## config.mk

```make
export PLATFORM = sky130hd
export DESIGN_NAME = fp_same_sign_adder
export DESIGN_NICKNAME = d
export VERILOG_FILES = /design/src/rtl/fpa_pkg.sv /design/src/rtl/fpa_classify.sv /design/src/rtl/fpa_align.sv /design/src/rtl/fpa_norm_round.sv /design/src/rtl/fp_same_sign_adder.sv
export SDC_FILE = /design/constraint.sdc
export NUM_CORES = 1
export LEC_CHECK = 0
export ABC_AREA = 1
export BUFFER_PORTS_ARGS = -buffer_cell sky130_fd_sc_hd__buf_2
export CAP_MARGIN = 20
export CORE_UTILIZATION = 30
export CTS_BUF_LIST = sky130_fd_sc_hd__clkbuf_8
export CTS_CLUSTER_DIAMETER = 150
export CTS_CLUSTER_SIZE = 10
export DETAILED_ROUTE_END_ITERATION = 10
export GPL_TIMING_DRIVEN = 0
export PLACE_DENSITY_LB_ADDON = 0.05
export SLEW_MARGIN = 30
export SYNTH_ARGS = -nofsm -noshare
export SYNTH_HDL_FRONTEND = slang
export SYNTH_SLANG_ARGS = --single-unit
```

## constraint.sdc

```tcl
create_clock -name clk_i -period 1.4 [get_ports clk_i]
set_input_delay 0.07 -clock clk_i [delete_from_list [all_inputs] [get_ports clk_i]]
set_output_delay 0.07 -clock clk_i [all_outputs]
set_load 0.1 [all_outputs]
```

## src/rtl/fpa_pkg.sv

```systemverilog
package fpa_pkg;
  parameter int EXP_W  = 8;
  parameter int FRAC_W = 23;

  localparam int WORD_W  = 1 + EXP_W + FRAC_W;
  localparam int MANT_W  = FRAC_W + 1;
  localparam int EXT_W   = MANT_W + 2;      // mantissa + guard + round
  localparam int SUM_W   = EXT_W + 1;
  localparam int FAR_LIM = MANT_W + 1;      // gap at which small operand vanishes
  localparam int EXP_MAX = (1 << EXP_W) - 1;

  typedef struct packed {
    logic              sgn;
    logic [EXP_W-1:0]  exp;
    logic [FRAC_W-1:0] frac;
  } fp_t;

  typedef struct packed {
    logic is_zero;
    logic is_inf;
    logic is_nan;
  } fp_cls_t;

  localparam logic [WORD_W-1:0] QNAN_WORD =
    {1'b0, {EXP_W{1'b1}}, 1'b1, {(FRAC_W-1){1'b0}}};
endpackage

```

## src/rtl/fpa_classify.sv

```systemverilog
module fpa_classify
  import fpa_pkg::*;
(
  input  fp_t               op_i,
  output fp_cls_t           cls_o,
  output logic [MANT_W-1:0] mant_o
);
  logic exp_ones, exp_zero, frac_zero;

  assign exp_ones  = &op_i.exp;
  assign exp_zero  = ~|op_i.exp;
  assign frac_zero = ~|op_i.frac;

  assign cls_o.is_zero = exp_zero;            // subnormals flushed
  assign cls_o.is_inf  = exp_ones & frac_zero;
  assign cls_o.is_nan  = exp_ones & ~frac_zero;
  assign mant_o        = {~exp_zero, op_i.frac};
endmodule

```

## src/rtl/fpa_align.sv

```systemverilog
module fpa_align
  import fpa_pkg::*;
(
  input  fp_t               a_i,
  input  fp_t               b_i,
  input  logic [MANT_W-1:0] ma_i,
  input  logic [MANT_W-1:0] mb_i,
  output fp_t               big_o,
  output logic [EXT_W-1:0]  big_ext_o,
  output logic [EXT_W-1:0]  small_ext_o,
  output logic              sticky_o,
  output logic              far_o
);
  localparam int WIDE_W = MANT_W + FAR_LIM;

  logic              a_big;
  logic [EXP_W-1:0]  gap;
  logic [MANT_W-1:0] m_small;
  logic [WIDE_W-1:0] wide;

  assign a_big   = a_i.exp >= b_i.exp;
  assign big_o   = a_big ? a_i : b_i;
  assign gap     = a_big ? (a_i.exp - b_i.exp) : (b_i.exp - a_i.exp);
  assign m_small = a_big ? mb_i : ma_i;
  assign far_o   = gap >= EXP_W'(FAR_LIM);

  assign big_ext_o   = {(a_big ? ma_i : mb_i), 2'b00};
  assign wide        = {m_small, {FAR_LIM{1'b0}}} >> gap;
  assign small_ext_o = wide[WIDE_W-1 -: EXT_W];
  assign sticky_o    = |wide[WIDE_W-EXT_W-1:0];
endmodule

```

## src/rtl/fpa_norm_round.sv

```systemverilog
module fpa_norm_round
  import fpa_pkg::*;
(
  input  logic              sgn_i,
  input  logic [EXP_W-1:0]  exp_i,
  input  logic [EXT_W-1:0]  big_ext_i,
  input  logic [EXT_W-1:0]  small_ext_i,
  input  logic              sticky_i,
  output logic [WORD_W-1:0] word_o
);
  logic [SUM_W-1:0]  sum;
  logic              carry, g_bit, r_bit, s_bit, rnd_up, ovf;
  logic [MANT_W-1:0] mant;
  logic [MANT_W:0]   rnd;
  logic [EXP_W:0]    exp_n, exp_f;
  logic [FRAC_W-1:0] frac_f;

  assign sum   = {1'b0, big_ext_i} + {1'b0, small_ext_i};
  assign carry = sum[SUM_W-1];

  always_comb begin
    if (carry) begin
      mant  = sum[SUM_W-1 -: MANT_W];
      g_bit = sum[2];
      r_bit = sum[1];
      s_bit = sum[0] | sticky_i;
    end else begin
      mant  = sum[SUM_W-2 -: MANT_W];
      g_bit = sum[1];
      r_bit = sum[0];
      s_bit = sticky_i;
    end

    if (big_ext_i[EXT_W-1]) norm_lead_chk: assert (mant[MANT_W-1]);
  end

  assign exp_n  = {1'b0, exp_i} + (EXP_W+1)'(carry);
  assign rnd_up = g_bit & (r_bit | s_bit | mant[0]);
  assign rnd    = {1'b0, mant} + (MANT_W+1)'(rnd_up);
  assign exp_f  = exp_n + (EXP_W+1)'(rnd[MANT_W]);
  assign frac_f = rnd[MANT_W] ? rnd[MANT_W-1:1] : rnd[FRAC_W-1:0];
  assign ovf    = exp_f >= (EXP_W+1)'(EXP_MAX);

  assign word_o = ovf ? {sgn_i, {EXP_W{1'b1}}, {FRAC_W{1'b0}}}
                      : {sgn_i, exp_f[EXP_W-1:0], frac_f};
endmodule

```

## src/rtl/fp_same_sign_adder.sv

```systemverilog
module fp_same_sign_adder
  import fpa_pkg::*;
(
  input  logic              clk_i,
  input  logic              rst_ni,
  input  logic              in_valid_i,
  input  logic [WORD_W-1:0] a_i,
  input  logic [WORD_W-1:0] b_i,
  output logic              out_valid_o,
  output logic [WORD_W-1:0] y_o
);
  fp_t               a_w, b_w, big;
  fp_cls_t           cls_a, cls_b;
  logic [MANT_W-1:0] ma, mb;
  logic [EXT_W-1:0]  big_ext, small_ext;
  logic              sticky, far;
  logic [WORD_W-1:0] sum_word, res;

  assign a_w = a_i;
  assign b_w = b_i;

  fpa_classify u_cls_a (.op_i(a_w), .cls_o(cls_a), .mant_o(ma));
  fpa_classify u_cls_b (.op_i(b_w), .cls_o(cls_b), .mant_o(mb));

  fpa_align u_align (
    .a_i(a_w), .b_i(b_w), .ma_i(ma), .mb_i(mb),
    .big_o(big), .big_ext_o(big_ext), .small_ext_o(small_ext),
    .sticky_o(sticky), .far_o(far)
  );

  fpa_norm_round u_nr (
    .sgn_i(a_w.sgn), .exp_i(big.exp), .big_ext_i(big_ext),
    .small_ext_i(small_ext), .sticky_i(sticky), .word_o(sum_word)
  );

  always_comb begin
    if (cls_a.is_nan || cls_b.is_nan) res = QNAN_WORD;
    else if (cls_a.is_inf)            res = a_i;
    else if (cls_b.is_inf)            res = b_i;
    else if (cls_a.is_zero)           res = b_i;
    else if (cls_b.is_zero)           res = a_i;
    else if (far)                     res = big;
    else                              res = sum_word;
  end

  always_ff @(posedge clk_i or negedge rst_ni) begin
    if (!rst_ni) begin
      out_valid_o <= 1'b0;
      y_o         <= '0;
    end else begin
      out_valid_o <= in_valid_i;
      if (in_valid_i) y_o <= res;
    end
  end


  valid_lat_chk: assert property (@(posedge clk_i) disable iff (!rst_ni)
    in_valid_i |=> out_valid_o);

  valid_idle_chk: assert property (@(posedge clk_i) disable iff (!rst_ni)
    !in_valid_i |=> !out_valid_o);

  y_hold_chk: assert property (@(posedge clk_i) disable iff (!rst_ni)
    !in_valid_i |=> $stable(y_o));

  qnan_out_chk: assert property (@(posedge clk_i) disable iff (!rst_ni)
    in_valid_i && (cls_a.is_nan || cls_b.is_nan) |=> y_o == QNAN_WORD);

  mag_floor_chk: assert property (@(posedge clk_i) disable iff (!rst_ni)
    in_valid_i && !cls_a.is_nan && !cls_b.is_nan && !cls_a.is_inf && !cls_b.is_inf
      && !cls_a.is_zero && !cls_b.is_zero
    |=> (y_o[WORD_W-2:0] >= $past(a_i[WORD_W-2:0])) && (y_o[WORD_W-2:0] >= $past(b_i[WORD_W-2:0])));
endmodule

```

# After elaboration in Yosys (flattened, before gate mapping)
# Cells that the tools add are included.
# W data, S select, Z words.
classes:
  addsub: 6
  order_cmp: 3
  n_shift: 1
  mux: 16
  n_bitwise: 8
  n_reduce_logical: 10
op_table:
  columns: ["cell", "count"]
  rows:
  - ["$mux W32", 7]
  - ["$mux W24", 3]
  - ["$reduce_or A23 Y1", 3]
  - ["$shr A49 B8 Y49", 1]
  - ["$mux W31", 1]
  - ["$add A26 B26 Y27", 1]
  - ["$add A24 B1 Y25", 1]
  - ["$mux W23", 1]
  - ["$reduce_and A8 Y1", 2]
  - ["$reduce_or A8 Y1", 2]
  - ["$sub A8 B8 Y8", 2]
  - ["$add A8 B1 Y9", 1]
  - ["$add A9 B1 Y9", 1]
  - ["$ge A9 B8 Y1 const B", 1]
  - ["$ge A8 B5 Y1 const B", 1]
  - ["$ge A8 B8 Y1", 1]
  - ["$mux W8", 1]
  - ["$and A1 B1 Y1", 5]
  - ["$mux W1", 3]
  - ["$or A1 B1 Y1", 3]
  - ["$logic_not A1 Y1", 2]
  - ["$logic_or A1 B1 Y1", 1]
word_totals:
  register_bits: 33
  inputBits: 67
  out_inout_bits: 33
  word_cells: 46

# Depth between registers and ports, before layout
depth:
  ltp_word: 19
  depth_mapped: 66
  depth_no_buf: 62

# Cells and area by module
# From an unflattened synthesis, not the netlist that was laid out.
hier_totals:
  cells_unflattened: 2049
  hier_area_um2: 10811.6
by_module_without_submodules:
  columns: ["mod", "n_inst", "cells_per_inst", "area_each_um2", "seq_area_each_um2"]
  rows:
  - ["fpa_norm_round", 1, 694, 3711.1, 0.0]
  - ["fpa_align", 1, 746, 3642.2, 0.0]
  - ["fp_same_sign_adder", 1, 485, 2792.7, 825.8]
  - ["fpa_classify", 2, 62, 332.8, 0.0]

# Worst setup path after synthesis
# OpenSTA, ideal clock, no wires.
synth_timing:
  path_kind: "input to register"
  start: "in a_i[23]"
  end: "reg y_o[3]"
  setup_time_ns: 0.120
  t_arrival_ns: 7.321
  t_required_ns: 1.280
  setup_slack_ns: -6.041
  path_stages: 61
  n_path_buf: 4
  path_cell_list: "inv_1 -> ha_1 -> inv_1 -> fa_1 -> nand3_2 -> nand3_1 -> nand2_1 -> nand3_2 -> buf_4 -> nand3_1 -> nand2_1 -> inv_2 -> buf_1 -> nand3_1 -> nand2_1 -> nand2_1 -> o22ai_1 -> ha_1 -> [25 not listed] -> inv_1 -> nand2_4 -> ha_1 -> inv_1 -> nor2_1 -> nand3_1 -> nand2_1 -> nand2_1 -> or4_1 -> nor2_4 -> nand3_4 -> nand2_4 -> buf_6 -> nor3_1 -> o21ai_1 -> nand2_1 -> nand2_1 -> nand2_1"
synth_between:
  elab_chain_cells: 19
  elab_cells_between_ends: 36
  cone_classes: "add/sub: 6; order compare: 3; shift: 1; mux: 16; bitwise: 6; reduce/logical: 4"
synth_rtl:
  columns: ["item", "line_no", "text"]
  rows:
  - ["from (decl)", "fp_same_sign_adder.sv:7", "input logic [WORD_W-1:0] a_i,"]
  - ["$sub A8 B8 Y8, or another cell as far along", "fpa_align.sv:23", "assign gap = a_big ? (a_i.exp - b_i.exp) : (b_i.exp - a_i.exp);"]
  - ["$mux W8 or $mux W24 (tied branches)", "fpa_align.sv:23, fpa_align.sv:24", null]
  - ["$shr A49 B8 Y49", "fpa_align.sv:28", "assign wide = {m_small, {FAR_LIM{1'b0}}} >> gap;"]
  - ["$add A26 B26 Y27 or $reduce_or A23 Y1 (tied branches)", "fpa_norm_round.sv:18, fpa_align.sv:30", null]
  - ["$or A1 B1 Y1", "fpa_norm_round.sv:26", "s_bit = sum[0] | sticky_i;"]
  - ["$mux W1", "fpa_norm_round.sv:22", "if (carry) begin"]
  - ["$or A1 B1 Y1 (2 in series)", "fpa_norm_round.sv:38", "assign rnd_up = g_bit & (r_bit | s_bit | mant[0]);"]
  - ["$and A1 B1 Y1", "fpa_norm_round.sv:38", null]
  - ["[2 not listed]", null, null]
  - ["$ge A9 B8 Y1", "fpa_norm_round.sv:42", "assign ovf = exp_f >= (EXP_W+1)'(EXP_MAX);"]
  - ["$mux W31", "fpa_norm_round.sv:44", "assign word_o = ovf ? {sgn_i, {EXP_W{1'b1}}, {FRAC_W{1'b0}}}"]
  - ["$mux W32", "fp_same_sign_adder.sv:42", "else if (far) res = big;"]
  - ["$mux W32", "fp_same_sign_adder.sv:41", "else if (cls_b.is_zero) res = a_i;"]
  - ["$mux W32", "fp_same_sign_adder.sv:40", "else if (cls_a.is_zero) res = b_i;"]
  - ["$mux W32", "fp_same_sign_adder.sv:39", "else if (cls_b.is_inf) res = b_i;"]
  - ["$mux W32", "fp_same_sign_adder.sv:38", "else if (cls_a.is_inf) res = a_i;"]
  - ["$mux W32 (*)", "fp_same_sign_adder.sv:37", "if (cls_a.is_nan || cls_b.is_nan) res = QNAN_WORD;"]
  - ["to (signal assigned)", "fp_same_sign_adder.sv:52", "if (in_valid_i) y_o <= res;"]
  - ["to (decl)", "fp_same_sign_adder.sv:10", "output logic [WORD_W-1:0] y_o"]
# Every way passes the cells marked *; elsewhere a longest branch is shown, timed or not.
# A chain may end at the register's enable or synchronous reset.

# Worst setup path in the final report
layout_timing:
  start: "in a_i[23]"
  end: "reg y_o[21]"
# Same word-level chain as after synthesis.

==> impl_metrics.ini <==
[clock_tree]
numClockSinks = 33
clock_latency_ps = 280
cts_tree = done
clk_root_buffer_cell = clkbuf_8
ctsHtreeMaxLevel = 2
tritoncts.num_buffers = 5
clk_transition_reported_paths_ps = 70
clock_tree.buffer_depth = 2

[grt]
grt.overflow.total = 0
grt_start_max_net_pins = 34
grt_pass1_vias = 11500
global_route_usage_over_all_layers_pct = 33.0
grt_antenna_before_repair = 0
grt_pass1_wl_um = 71100

[layout]
antenna_cells = 0
syn2layout_area_growth_pct = 54.0
multiInputGateArea_mm2 = 0.00850
final_net_count = 1933
drive_above_1_share_pct = 38.4
filler_cell_count = 2995
seqCellArea_um2 = 826
finish.instance_area_mm2 = 0.0131

[power]
internal-power_w = 0.00611
portion_of_total_power_attributed_to_the_clock_network_pct = 4.4
power_frac_seq_pct = 8.4
cellLeakagePower_nw = 6.13
power.share.switching_pct = 60.6
ir_worst_vdd_mv = 0.709
share_of_total_power_in_combinational_logic_pct = 87.2
power.density_mw_per_mm2 = 1180
switching_power_w = 0.00938

[route]
detail_route.wirelength_um = 48300
top_layer = met4
via_per_inst = 5.52
routed-wl-met2_um = 22900
drt_pre_antenna_iters = 8
wl_per_cell_um = 22.0
wirelength_met1_um = 19300
drcViolationCount = 0
first_iter_violations = 1338
dr_total_vias = 12200
drtAntennaViolNets = 0
routed-wl-met3_um = 3060

[setup_path]
crit_start_category = input port
critical-path-max-stage-delay_ps = 490
worstPathRequired_ps = 1580
cp_data_arrival_time_ps = 7390
cpLargestDelayFamily = simple AND/OR/NAND/NOR gates
timing.critical_path.buf_inv = 16
timing.critical_path.mode_cell = nand3_4
endpoint_kind = flip-flop
critical_path.slowest_cell = or4_4
cp_max_fo = 7
timing_worst_setup_path_type = in -> reg

[floorplan]
ios = 100
die_area_mm2 = 0.0290
die_h_um = 170
floorplan.rows = 61
standard_cell_core_area_mm2 = 0.0279
start_util_pct = 30.5
die_outline_width_um = 170

[timing]
finalHoldWorstSlack_ps = 61.4
period_needed_ps = 7220
fin_tns_setup_ps = -178180
period_share_pct = 515
final_hold_violating_endpoints = 0
finalSetupViolCount = 32
timing.final.ws_setup_ps = -5820
slew-limit-headroom_pct = 39.5
rsz0062_at_grt = yes
finalMaxSlewViolations = 0
fmaxAchievable_mhz = 139
tightestPinTransition_ps = 908
finalClockSkew_ps = 0

[synth]
synth.top_cells.by_area = nand2_1, nand3_1, dfrtp_1
ys_seq_area_share_pct = 9.71
post_syn_area_mm2 = 0.00850
synth.ff_latch_count = 33
synthDominantCellAreaShare_pct = 19.9
synth-async-reset-ratio_pct = 100
instance_count_of_the_mapped_netlist = 1565
mean_instance_size_in_the_synthesized_netlist_um2 = 5.43
synth_top_flop_cell = dfrtp_1
synth_top_cell_by_area = nand2_1
yosys_warnings = 0
post_synth_edffs = 0
ys_types = 54
synth.net_count = 1677

[flow_run]
drv.max_cap_violation_count = 0

[status]
violations_in_the_final_reports = setup timing
outcome = finished, violations left

[place]
dpl_cell_area_mm2 = 0.00974
place.detailed.hpwl_um = 38600
place_congestion = 1.05
numPortBuffers = 99

[worst_hold_path]
worst_hold_path_type = in -> reg
[timing repair]
item	4_1_cts	5_1_grt
cloned	5	0
endpoints found under the hold margin	34	0
hold buffers	2	0
setup buffers	114	36
setup endpoints to repair	32	32
gates resized for setup	358	141
pin swaps	86	114
[flip-flops by register name, summed over array words and instances (netlist names)]
register     cells
y_o             32
out_valid_o      1
[power groups by stage]
stage	combinational [W]	sequential, W	clock (W)
floorplan	0.00544	0.00287	0
global placement	0.00987	0.00132	0
detailed placement	0.00981	0.00132	0
CTS	0.0124	0.00131	0.000695
global route	0.0143	0.00133	0.000743
finish	0.0135	0.00130	0.000685
[final cells by class]
type,instances,share of cell area (%)
timing repair buffer,250,13.8
sequential,33,6.31
inverter,177,5.51
clock buffer,5,0.526
tap,378,3.61
buffer,70,5.23
clock inverter,3,0.105
multi-input combinational,1284,65.0
[cell usage in the layout (no fill, tap or decap), drive strengths merged, types with 2 or more instances in the layout]
cell and n:
fa 3, ha 42, clkinv 6, nand3b 3
o211ai 4, o21bai 4, nand4 32, nand2 479
dlygate4sd3 2, or2 3, o21ai 158, inv 173
xor2 15, a21o 3, dfrtp 33, a21oi 116
o21a 3, nor4 14, nor3 17, and2 3
nor2 113, xnor2 13, clkbuf 36, nand3 241
o22ai 10, buf 287
[metrics by stage]
stage / setup WS (ps) / power, W / instances / utilization [%]
2_1_floorplan: -5420 / 0.00831 / 1565 / -
3_3_place_gp: -7660 / 0.0112 / 2042 / 35.0
3_5_place_dp: -7610 / 0.0111 / 2042 / 35.0
4_1_cts: -5730 / 0.0144 / 2171 / 44.3
5_1_grt: -6130 / 0.0164 / 2200 / 47.0
6_report: -5820 / 0.0155 / 2200 / 47.0
[tightest hold or removal path: stages]
cell     delay, ps
buf_2           80
nor2_1          30
o21ai_1        120
[layer usage]
metal	GRT usage, %	up-vias
li1	-	5722
met1	40.8	5735
met2	57.7	559
met3	2.95	136
met4	15.2	0
met5	0	-
[synthesized netlist by cell type (4+ instances only)]
master and number:
o22ai_1 10, o211ai_1 4, nor4_1 14, nor2_1 94
o21bai_1 4, inv_2 12, o21ai_2 7, buf_1 4
xnor2_1 13, buf_6 8, nor2_4 8, nand3_1 236
buf_2 15, nor3_1 15, nand2_1 450, nor2_2 10
nand2_2 25, nand2_4 4, ha_1 42, o21ai_0 91
nand4_1 30, o21ai_1 60, clkbuf_1 35, nand3_2 4
dfrtp_1 33, inv_1 162, buf_4 8, xor2_1 14
a21oi_1 113
[worst paths after layout]
path,start,endpoint,slack [ps],cells past startpoint
worst max-delay path,a_i[23],y_o[21]$_DFFE_PN0P_,-5820,63
worst min-delay path,b_i[31],y_o[31]$_DFFE_PN0P_,60,3
worst max register to register,y_o[23]$_DFFE_PN0P_,y_o[23]$_DFFE_PN0P_,690,2
worst min register to register,y_o[17]$_DFFE_PN0P_,y_o[17]$_DFFE_PN0P_,470,2
max in group asynchronous,rst_ni,y_o[1]$_DFFE_PN0P_,500,2
min in group asynchronous,rst_ni,y_o[15]$_DFFE_PN0P_,390,2
[logic make-up (layout without fill, tap and decap cells)]
kind of cell	count (synthesis)	in the layout	synth area share (%)
compound gates	302	302	19.1
xor+xnor	28	28	2.97
fa+ha+maj	45	45	6.89
buf+inv	248	505	12.4
flops	33	33	9.71
simple gates	909	909	49.0
Power figures use the tool's default switching activity.
